## src/rtl/tj_pkg.sv

```systemverilog
package tj_pkg;
  typedef enum logic [1:0] {
    DRV_EQ    = 2'd0,
    DRV_KICK  = 2'd1,
    DRV_BRAKE = 2'd2
  } drv_e;

  typedef enum logic [1:0] {
    ST_IDLE,
    ST_KICK,
    ST_BRAKE,
    ST_HOLD
  } st_e;
endpackage

```

## src/rtl/tj_edge_det.sv

```systemverilog
module tj_edge_det #(
  parameter int STAGES = 2
) (
  input  logic clk_i,
  input  logic rst_ni,
  input  logic d_i,
  output logic rise_o
);
  // STAGES synchronizer flops plus one history flop
  logic [STAGES:0] sh_q;

  always_ff @(posedge clk_i or negedge rst_ni) begin
    if (!rst_ni) sh_q <= '0;
    else         sh_q <= {sh_q[STAGES-1:0], d_i};
  end

  assign rise_o = sh_q[STAGES-1] & ~sh_q[STAGES];
endmodule

```

## src/rtl/tj_event_cnt.sv

```systemverilog
module tj_event_cnt #(
  parameter int W = 8
) (
  input  logic         clk_i,
  input  logic         rst_ni,
  input  logic         clr_i,
  input  logic         inc_i,
  input  logic [W-1:0] limit_i,
  output logic         hit_o
);
  logic [W-1:0] cnt_q;

  assign hit_o = inc_i && (({1'b0, cnt_q} + 1'b1) >= {1'b0, limit_i});

  always_ff @(posedge clk_i or negedge rst_ni) begin
    if (!rst_ni)              cnt_q <= '0;
    else if (clr_i || hit_o)  cnt_q <= '0;
    else if (inc_i)           cnt_q <= cnt_q + 1'b1;
  end

  // the count never runs past its limit while active
  assert_cnt_below_limit_R3: assert property (@(posedge clk_i) disable iff (!rst_ni)
    (!clr_i && limit_i != '0) |-> (cnt_q < limit_i));
endmodule

```

## src/rtl/track_jump_seq.sv

```systemverilog
module track_jump_seq
  import tj_pkg::*;
#(
  parameter int TRK_W       = 8,
  parameter int BRK_W       = 16,
  parameter int HOLD_MS     = 50,
  parameter int SYNC_STAGES = 2
) (
  input  logic             clk_i,
  input  logic             rst_ni,
  input  logic             cmd_valid_i,
  input  logic [TRK_W-1:0] cmd_tracks_i,
  input  logic             cmd_rev_i,
  input  logic [BRK_W-1:0] brake_len_i,
  input  logic             tzc_i,
  input  logic             ms_tick_i,
  output logic [1:0]       drive_sel_o,
  output logic             drive_rev_o,
  output logic             servo_open_o,
  output logic             gain_up_o,
  output logic             done_o
);
  localparam int HLD_W = $clog2(HOLD_MS + 1);

  st_e              st_q;
  logic [TRK_W-1:0] tgt_q;
  logic [BRK_W-1:0] brk_q;
  logic             rev_q;
  logic             done_q;
  logic             tzc_rise, trk_hit, brk_hit, hld_hit;
  logic             start;
  drv_e             drv;

  tj_edge_det #(.STAGES(SYNC_STAGES)) u_edge (
    .clk_i (clk_i), .rst_ni(rst_ni), .d_i(tzc_i), .rise_o(tzc_rise)
  );

  tj_event_cnt #(.W(TRK_W)) u_trk_cnt (
    .clk_i(clk_i), .rst_ni(rst_ni), .clr_i(st_q != ST_KICK),
    .inc_i(tzc_rise), .limit_i(tgt_q), .hit_o(trk_hit)
  );

  tj_event_cnt #(.W(BRK_W)) u_brk_cnt (
    .clk_i(clk_i), .rst_ni(rst_ni), .clr_i(st_q != ST_BRAKE),
    .inc_i(1'b1), .limit_i(brk_q), .hit_o(brk_hit)
  );

  tj_event_cnt #(.W(HLD_W)) u_hld_cnt (
    .clk_i(clk_i), .rst_ni(rst_ni), .clr_i(st_q != ST_HOLD),
    .inc_i(ms_tick_i), .limit_i(HLD_W'(HOLD_MS)), .hit_o(hld_hit)
  );

  assign start = (st_q == ST_IDLE) && cmd_valid_i && (cmd_tracks_i != '0);

  always_ff @(posedge clk_i or negedge rst_ni) begin
    if (!rst_ni) begin
      st_q   <= ST_IDLE;
      tgt_q  <= '0;
      brk_q  <= '0;
      rev_q  <= 1'b0;
      done_q <= 1'b0;
    end else begin
      done_q <= 1'b0;
      unique case (st_q)
        ST_IDLE: if (start) begin
          // kick target: ceil(N/2)
          tgt_q <= {1'b0, cmd_tracks_i[TRK_W-1:1]} + TRK_W'(cmd_tracks_i[0]);
          brk_q <= (brake_len_i == '0) ? BRK_W'(1) : brake_len_i;
          rev_q <= cmd_rev_i;
          st_q  <= ST_KICK;
        end
        ST_KICK:  if (trk_hit) st_q <= ST_BRAKE;
        ST_BRAKE: if (brk_hit) st_q <= ST_HOLD;
        ST_HOLD: if (hld_hit) begin
          st_q   <= ST_IDLE;
          done_q <= 1'b1;
        end
        default: st_q <= ST_IDLE;
      endcase
    end
  end

  always_comb begin
    unique case (st_q)
      ST_KICK:  drv = DRV_KICK;
      ST_BRAKE: drv = DRV_BRAKE;
      default:  drv = DRV_EQ;
    endcase
  end

  assign drive_sel_o  = drv;
  assign drive_rev_o  = (st_q == ST_KICK) ? rev_q : ((st_q == ST_BRAKE) ? ~rev_q : 1'b0);
  assign servo_open_o = (st_q == ST_KICK) || (st_q == ST_BRAKE);
  assign gain_up_o    = (st_q == ST_HOLD);
  assign done_o       = done_q;

  assert_kick_open_R2: assert property (@(posedge clk_i) disable iff (!rst_ni)
    (drive_sel_o == DRV_KICK) |-> servo_open_o);

  assert_brake_after_kick_R4: assert property (@(posedge clk_i) disable iff (!rst_ni)
    (drive_sel_o == DRV_BRAKE && $past(drive_sel_o) != DRV_BRAKE) |-> ($past(drive_sel_o) == DRV_KICK));

  assert_gain_closed_R5: assert property (@(posedge clk_i) disable iff (!rst_ni)
    gain_up_o |-> (!servo_open_o && drive_sel_o == DRV_EQ));

  assert_done_pulse_R6: assert property (@(posedge clk_i) disable iff (!rst_ni)
    done_o |=> !done_o);

  assert_done_after_hold_R6: assert property (@(posedge clk_i) disable iff (!rst_ni)
    done_o |-> ($past(gain_up_o) && !gain_up_o));

  assert_dir_locked_R7: assert property (@(posedge clk_i) disable iff (!rst_ni)
    (drive_sel_o == DRV_KICK && $past(drive_sel_o) == DRV_KICK) |-> $stable(drive_rev_o));
endmodule

```

## config.mk

```make
export PLATFORM = sky130hd
export DESIGN_NAME = track_jump_seq
export DESIGN_NICKNAME = d
export VERILOG_FILES = /design/src/rtl/tj_pkg.sv /design/src/rtl/tj_edge_det.sv /design/src/rtl/tj_event_cnt.sv /design/src/rtl/track_jump_seq.sv
export SDC_FILE = /design/constraint.sdc
export NUM_CORES = 1
export LEC_CHECK = 0
export BUFFER_PORTS_ARGS = -buffer_cell sky130_fd_sc_hd__buf_2
export CAP_MARGIN = 10
export CORE_ASPECT_RATIO = 1.1
export CORE_MARGIN = 1
export CORE_UTILIZATION = 45
export CTS_CLUSTER_DIAMETER = 200
export DETAILED_ROUTE_END_ITERATION = 16
export SLEW_MARGIN = 20
export SYNTH_ARGS = -nofsm -noshare
export SYNTH_HDL_FRONTEND = slang
export SYNTH_SLANG_ARGS = --single-unit
```

## constraint.sdc

```tcl
create_clock -name clk_i -period 3.45 [get_ports clk_i]
set_clock_uncertainty 0.2 [all_clocks]
set_input_delay 0.69 -clock clk_i [delete_from_list [all_inputs] [get_ports clk_i]]
set_output_delay 0.69 -clock clk_i [all_outputs]
set_load 0.02 [all_outputs]
```

# [Word level (Yosys, flattened, before mapping)]
# Index checks and enable logic that the tools add are counted.
[word_totals] in_bits=30 elab_cells=63 output_inout_bits=6 regBits=61
[op_classes] n_reduce_logical=15 n_mux=16 order_cmp=3 n_eq_ne=10 add_sub_neg=7 bitwise_logic=3
[op_table] op="$mux 16" count=2
[op_table] op="$add 16x1->17 const B" count=1
[op_table] op="$ge 17x16->1" count=1
[op_table] op="$add 16x1->16 const B" count=1
[op_table] op="$logic_not 16->1" count=1
[op_table] op="$mux 8" count=2
[op_table] op="$mux 6" count=2
[op_table] op="$add 8x1->9 const B" count=1
[op_table] op="$ge 9x8->1" count=1
[op_table] op="$add 7x1->8" count=1
[op_table] op="$add 8x1->8 const B" count=1
[op_table] op="$mux 2" count=4
[op_table] op="$ne 2x1->1 const B" count=4
[op_table] op="$pmux 2 s4" count=1
[op_table] op="$reduce_bool 8->1" count=1
[op_table] op="$add 6x1->7 const B" count=1
[op_table] op="$ge 7x6->1 const B" count=1
[op_table] op="$add 6x1->6 const B" count=1
[op_table] op="$ne 2x2->1 const B" count=3
[op_table] op="$eq 2x2->1 const B" count=2
[op_table] op="$logic_and 1x1->1" count=4
[op_table] op="$logic_or 1x1->1" count=4
[op_table] op="$mux 1" count=4
[op_table] op="$pmux 2 s2" count=1
[op_table] op="other kinds (7)" count=9

# [Longest topological paths before layout]
[depth] word_depth=5 depth_mapped=12 ltp_nobuf=12

# [Cells and area by module]
# A second synthesis with hierarchy kept.
[hier_totals] cells_unflattened=422 area_unflattened_um2=4190.3
[modules_own_cells] mod="tj_event_cnt at u_brk_cnt" cells_each=159 n_inst=1 area_per_inst_um2=1417.6 seq_area_each_um2=400.4
[modules_own_cells] mod="track_jump_seq" cells_each=109 n_inst=1 area_per_inst_um2=1417.6 seq_area_each_um2=700.7
[modules_own_cells] mod="tj_event_cnt at u_trk_cnt" cells_each=90 n_inst=1 area_per_inst_um2=724.4 seq_area_each_um2=200.2
[modules_own_cells] mod="tj_event_cnt at u_hld_cnt" cells_each=60 n_inst=1 area_per_inst_um2=541.8 seq_area_each_um2=150.1
[modules_own_cells] mod="tj_edge_det" cells_each=4 n_inst=1 area_per_inst_um2=88.8 seq_area_each_um2=75.1

# [Least setup slack after synthesis]
# OpenSTA, ideal clock, no wires.
[synth_timing] path_kind="register to register" start="register u_brk_cnt.cnt_q[2]" end="register st_q[1]" setup_slack_ps=638 stages_incl_launch_ff=13 arrival_time_ps=2484 path_buffers=1 required_ps=3122 setup_ps=128 period_less_slack_ps=2812 path_cell_list="dfrtp_1 and4_1 and4_1 buf_2 nand2_1 xnor2_1 ha_1 nand4_1 nor2_1 o311ai_0 nand4_2 o2111a_2 mux2_1"
[synth_via] elab_chain_cells=4
[synth_rtl] element="from (decl)" line_no="tj_event_cnt.sv:11" rtl="logic [W-1:0] cnt_q;"
[synth_rtl] element="from (signal assigned)" line_no="tj_event_cnt.sv:18" rtl="else if (inc_i) cnt_q <= cnt_q + 1'b1;"
[synth_rtl] element="$add 16x1->17" line_no="tj_event_cnt.sv:13" rtl="assign hit_o = inc_i && (({1'b0, cnt_q} + 1'b1) >= {1'b0, limit_i});"
[synth_rtl] element="$ge 17x16->1" line_no="tj_event_cnt.sv:13"
[synth_rtl] element="$ne 2x1->1 (no line)"
[synth_rtl] element="$reduce_and 4->1 (no line)"
[synth_rtl] element="to (signal assigned)" line_no="track_jump_seq.sv:57" rtl="st_q <= ST_IDLE;"
[synth_rtl] element="to (signal assigned)" line_no="track_jump_seq.sv:70" rtl="st_q <= ST_KICK;"
[synth_rtl] element="to (signal assigned)" line_no="track_jump_seq.sv:72" rtl="ST_KICK: if (trk_hit) st_q <= ST_BRAKE;"
[synth_rtl] element="to (decl)" line_no="track_jump_seq.sv:25" rtl="st_e st_q;"
# No other way between the ends.
# A chain may end at the register's enable or synchronous reset.

# [Worst setup path in the final report]
[layout_timing] start="register u_trk_cnt.cnt_q[2]" end="register u_trk_cnt.cnt_q[0]"
[layout_via] elab_chain_cells=5
[layout_rtl] element="from (decl)" line_no="tj_event_cnt.sv:11"
[layout_rtl] element="from (signal assigned)" line_no="tj_event_cnt.sv:18"
[layout_rtl] element="$add 8x1->9 *" line_no="tj_event_cnt.sv:13"
[layout_rtl] element="$ge 9x8->1 *" line_no="tj_event_cnt.sv:13"
[layout_rtl] element="$logic_and 1x1->1 *" line_no="tj_event_cnt.sv:13"
[layout_rtl] element="$logic_or 1x1->1 *" line_no="tj_event_cnt.sv:17" rtl="else if (clr_i || hit_o) cnt_q <= '0;"
[layout_rtl] element="$mux 8 or $reduce_bool 2->1 (tied branches)"
# Mark *: on every way between the ends. The rest lies on a longest branch, timed or not.

==> impl_results.md <==
- Outcome: finished, final reports clean
- Routed Wire Length: ~7.0 mm
- Area Growth Syn to Fin: 14.9%
- HPWL Detailed: 5.35 mm
- Later-pin clock latency in the skew report: 350 ps
- Crit path max-delay family: simple AND/OR/NAND/NOR gates
- Net count reported at finish: about 460
- Crit path launch: u_trk_cnt.cnt_q[2]$_DFFE_PN0P_
- Die Area: 8250 µm²
- EDFF count, synth: 0
- Via count of the first global-routing pass: 2478
- Hold path depth: 0
- Die width: between 80 and 90 µm
- Ant diodes: 0
- Post-Syn Instances: between 300 and 400
- CTS Buf Count: 9
- I/O pin count: 36
- Reg-to-Reg End: u_trk_cnt.cnt_q[0]$_DFFE_PN0P_
- Hold Crit Start: u_edge.sh_q[0]$_DFF_PN0_
- First DRT Iteration DRCs: 113
- Peak VDD IR: between 0.3 and 0.4 mV
- Ys async rst share: 1.00
- Worst Max-Slew Pin Slew: around 700 ps
- PnR Total Power: about 2.6 mW
- Initial Utilization: 0.470
- Tot GR Track Use: 0.193
- Worst R2R Start: u_trk_cnt.cnt_q[2]$_DFFE_PN0P_
- Hold WS: 150 ps
- Final ANT Viol Nets: 0
- Startpoint types: flip-flop
- CTS Sinks: 61
- 1st-pass router iterations: 4
- Hold Fails Final Rpt: 0
- Fin area: 4080 µm²
- Pre-CTS setup slack: 365 ps
- Critical Path RT: 3530 ps
- Share of cells above drive strength 1: 0.194
- Final Setup Violations: 0
- Largest net degree at the start of global routing: 32
- TNS Setup: 0 ps
- Final Critical Period: 3030 ps
- Fin cells: approximately 500
- GR Overflow Total: 0
- Hold-fix buffers, CTS: 0
- Synth Warn #: 0
- Synth cell types: 46
- Core Util, Final: 0.540
- Max incr delay on CP: 410 ps
- GPL Wtd Cong: 0.806
- Clk buf depth: 2
- DP Area: approximately 3900 µm²
- Max Fclk: 0.330 GHz
- CTS tree: yes
- Power per cell area: ~650 nW/µm²
- Leak Pwr: 2.05 nW
- Core area: roughly 7600 µm²
- Crit path buffers/inverters: 0
- Maximum Capacitance Violations: 0
- Rows: 33
- Share of the synthesized area in the top cell type: 0.430
- Max FO, Critical Path: 8
- Seq/Total Area, Yosys: 0.430
- Initial antenna violation count: 0
- Hold Path End: u_edge.sh_q[1]$_DFF_PN0_
- DRC violations left: 0
- Final WS setup: about 420 ps
- Register bit total from synthesis: 61
- Die Ht: 95.2 µm
- Setup Buffers After CTS: 0
- Fin crit share: 0.877
- Syn nets: 412
- Slowest library cell on the worst path: dfrtp_1
- Clk slew on worst S/H paths: 70 ps
- Crit. End Element: flip-flop
- First-pass GRT wire length: 11.7 mm
- Top cell type by total area after synthesis: dfrtp_1
- Top_reg_cell synth: dfrtp_1
- RSZ-0062 raised after global routing: no
- Critical setup path kind: reg2reg
- Via/cell ratio: 5.06
- Top post-synthesis cells by area: dfrtp_1 (43%), ha_1 (12%), mux2_2 (5.7%)
- Max-slew headroom: 0.528
- PortBufs: 35
- Register-to-Register Path Depth: 11
- Detailed-route wire length per cell: 14.0 µm
- Synth Area per Inst: 10.2 µm²
- R2R setup slack: 420 ps
- Synth Cell Area: 3550 µm²
- Crit-path most repeated cell: and3_1
- Critical path data arrival time: about 3100 ps
- HP Class: reg2reg
- DP Cell Count: 485
- Crit path cell chain: and3_1 > and3_1 > nand3_1 > xnor2_1 > ha_1 > and3_1 > a22oi_1 > o211ai_1 > a21o_1 > nor2_1 > mux2_2
- Root buffer cell: clkbuf_8
- DR vias: 2536
- CTS resizes: 0
- Fin. max-slew vios: 0
- H-tree Lvls: 3
==> state kept, by name (all words and copies together) (netlist names) <==
| register | flops |
|---|---|
| u_hld_cnt.cnt_q | 6 |
| st_q | 2 |
| u_brk_cnt.cnt_q | 16 |
| rev_q | 1 |
| done_o | 1 |
| tgt_q | 8 |
| brk_q | 16 |
| u_edge.sh_q | 3 |
| u_trk_cnt.cnt_q | 8 |
==> synth_stat cells (3+ instances only) <==
library cell,instances
a22o_1,7
o31ai_1,3
a21o_1,6
nand2b_1,3
mux2_2,18
nand2_1,19
and3_1,9
nand3_1,22
nor2_1,17
and4_1,3
o21ai_0,8
inv_1,34
a21oi_1,16
xnor2_1,18
nor2b_1,17
xor2_1,9
nand4_1,4
dfrtp_1,61
nor4_1,4
ha_1,35
buf_2,3
==> cells in the final DEF, fill, tap and decap left out, drive strengths merged, types with 3 or more instances in the layout <==
master	count
dfrtp	61
mux2	20
and4	3
o31ai	3
nand4	5
nor2b	17
nand2	20
ha	35
o21ai	8
nor2	17
a22o	7
and3	9
inv	34
xnor2	18
nand2b	3
a21o	6
clkbuf	13
a21oi	16
xor2	9
nor4	4
nand3	22
buf	40
==> worst max path at each step <==
stage	endpoint	slack [ps]	depth (start not counted)
floorplan	st_q[1]$_DFFE_PN0P_	640	12
global placement	brk_q[11]$_DFFE_PN0P_	370	8
detailed placement	brk_q[10]$_DFFE_PN0P_	360	8
CTS	u_trk_cnt.cnt_q[0]$_DFFE_PN0P_	440	11
global route	u_trk_cnt.cnt_q[0]$_DFFE_PN0P_	190	11
finish	u_trk_cnt.cnt_q[0]$_DFFE_PN0P_	420	11
==> area by class of cell <==
class,instances,area (µm²)
clock buffers,13,169
multi-input cells,245,1860
fillers,684,3480
inverters,34,128
clock inverters,3,42.5
repair buffers,40,225
flip-flops and latches,61,1530
well taps,105,131
==> per-layer routing <==
layer,GRT usage,up-vias,routed length [µm]
li1,-,1297,-
met5,0,-,0
met4,0.0792,0,116
met3,0.0537,9,220
met1,0.262,1191,3480
met2,0.292,39,3210
==> worst register-to-register path, cell delays in order, from the launching register on <==
cell and delay [ps]:
dfrtp_1 410, and3_1 200, and3_1 200, nand3_1 140, xnor2_1 160, ha_1 280, and3_1 190, a22oi_1 170
o211ai_1 140, a21o_1 210, nor2_1 410, mux2_2 250
==> where the power goes <==
part           internal, mW  switching (mW)
Clock                 0.392           0.286
Sequential            0.894           0.116
Combinational         0.423           0.523
==> cell families after synthesis <==
| family | after synthesis | share of synthesized area |
|---|---|---|
| buffers and inverters | 41 | 0.0465 |
| XOR/XNOR | 27 | 0.0666 |
| AO/OA/AOI/OAI | 54 | 0.103 |
| adder cells (fa/ha/maj) | 35 | 0.123 |
| AND/OR/NAND/NOR | 108 | 0.164 |
| flip-flops | 61 | 0.430 |
| multiplexers | 21 | 0.0663 |
Power figures use the tool's default switching activity.
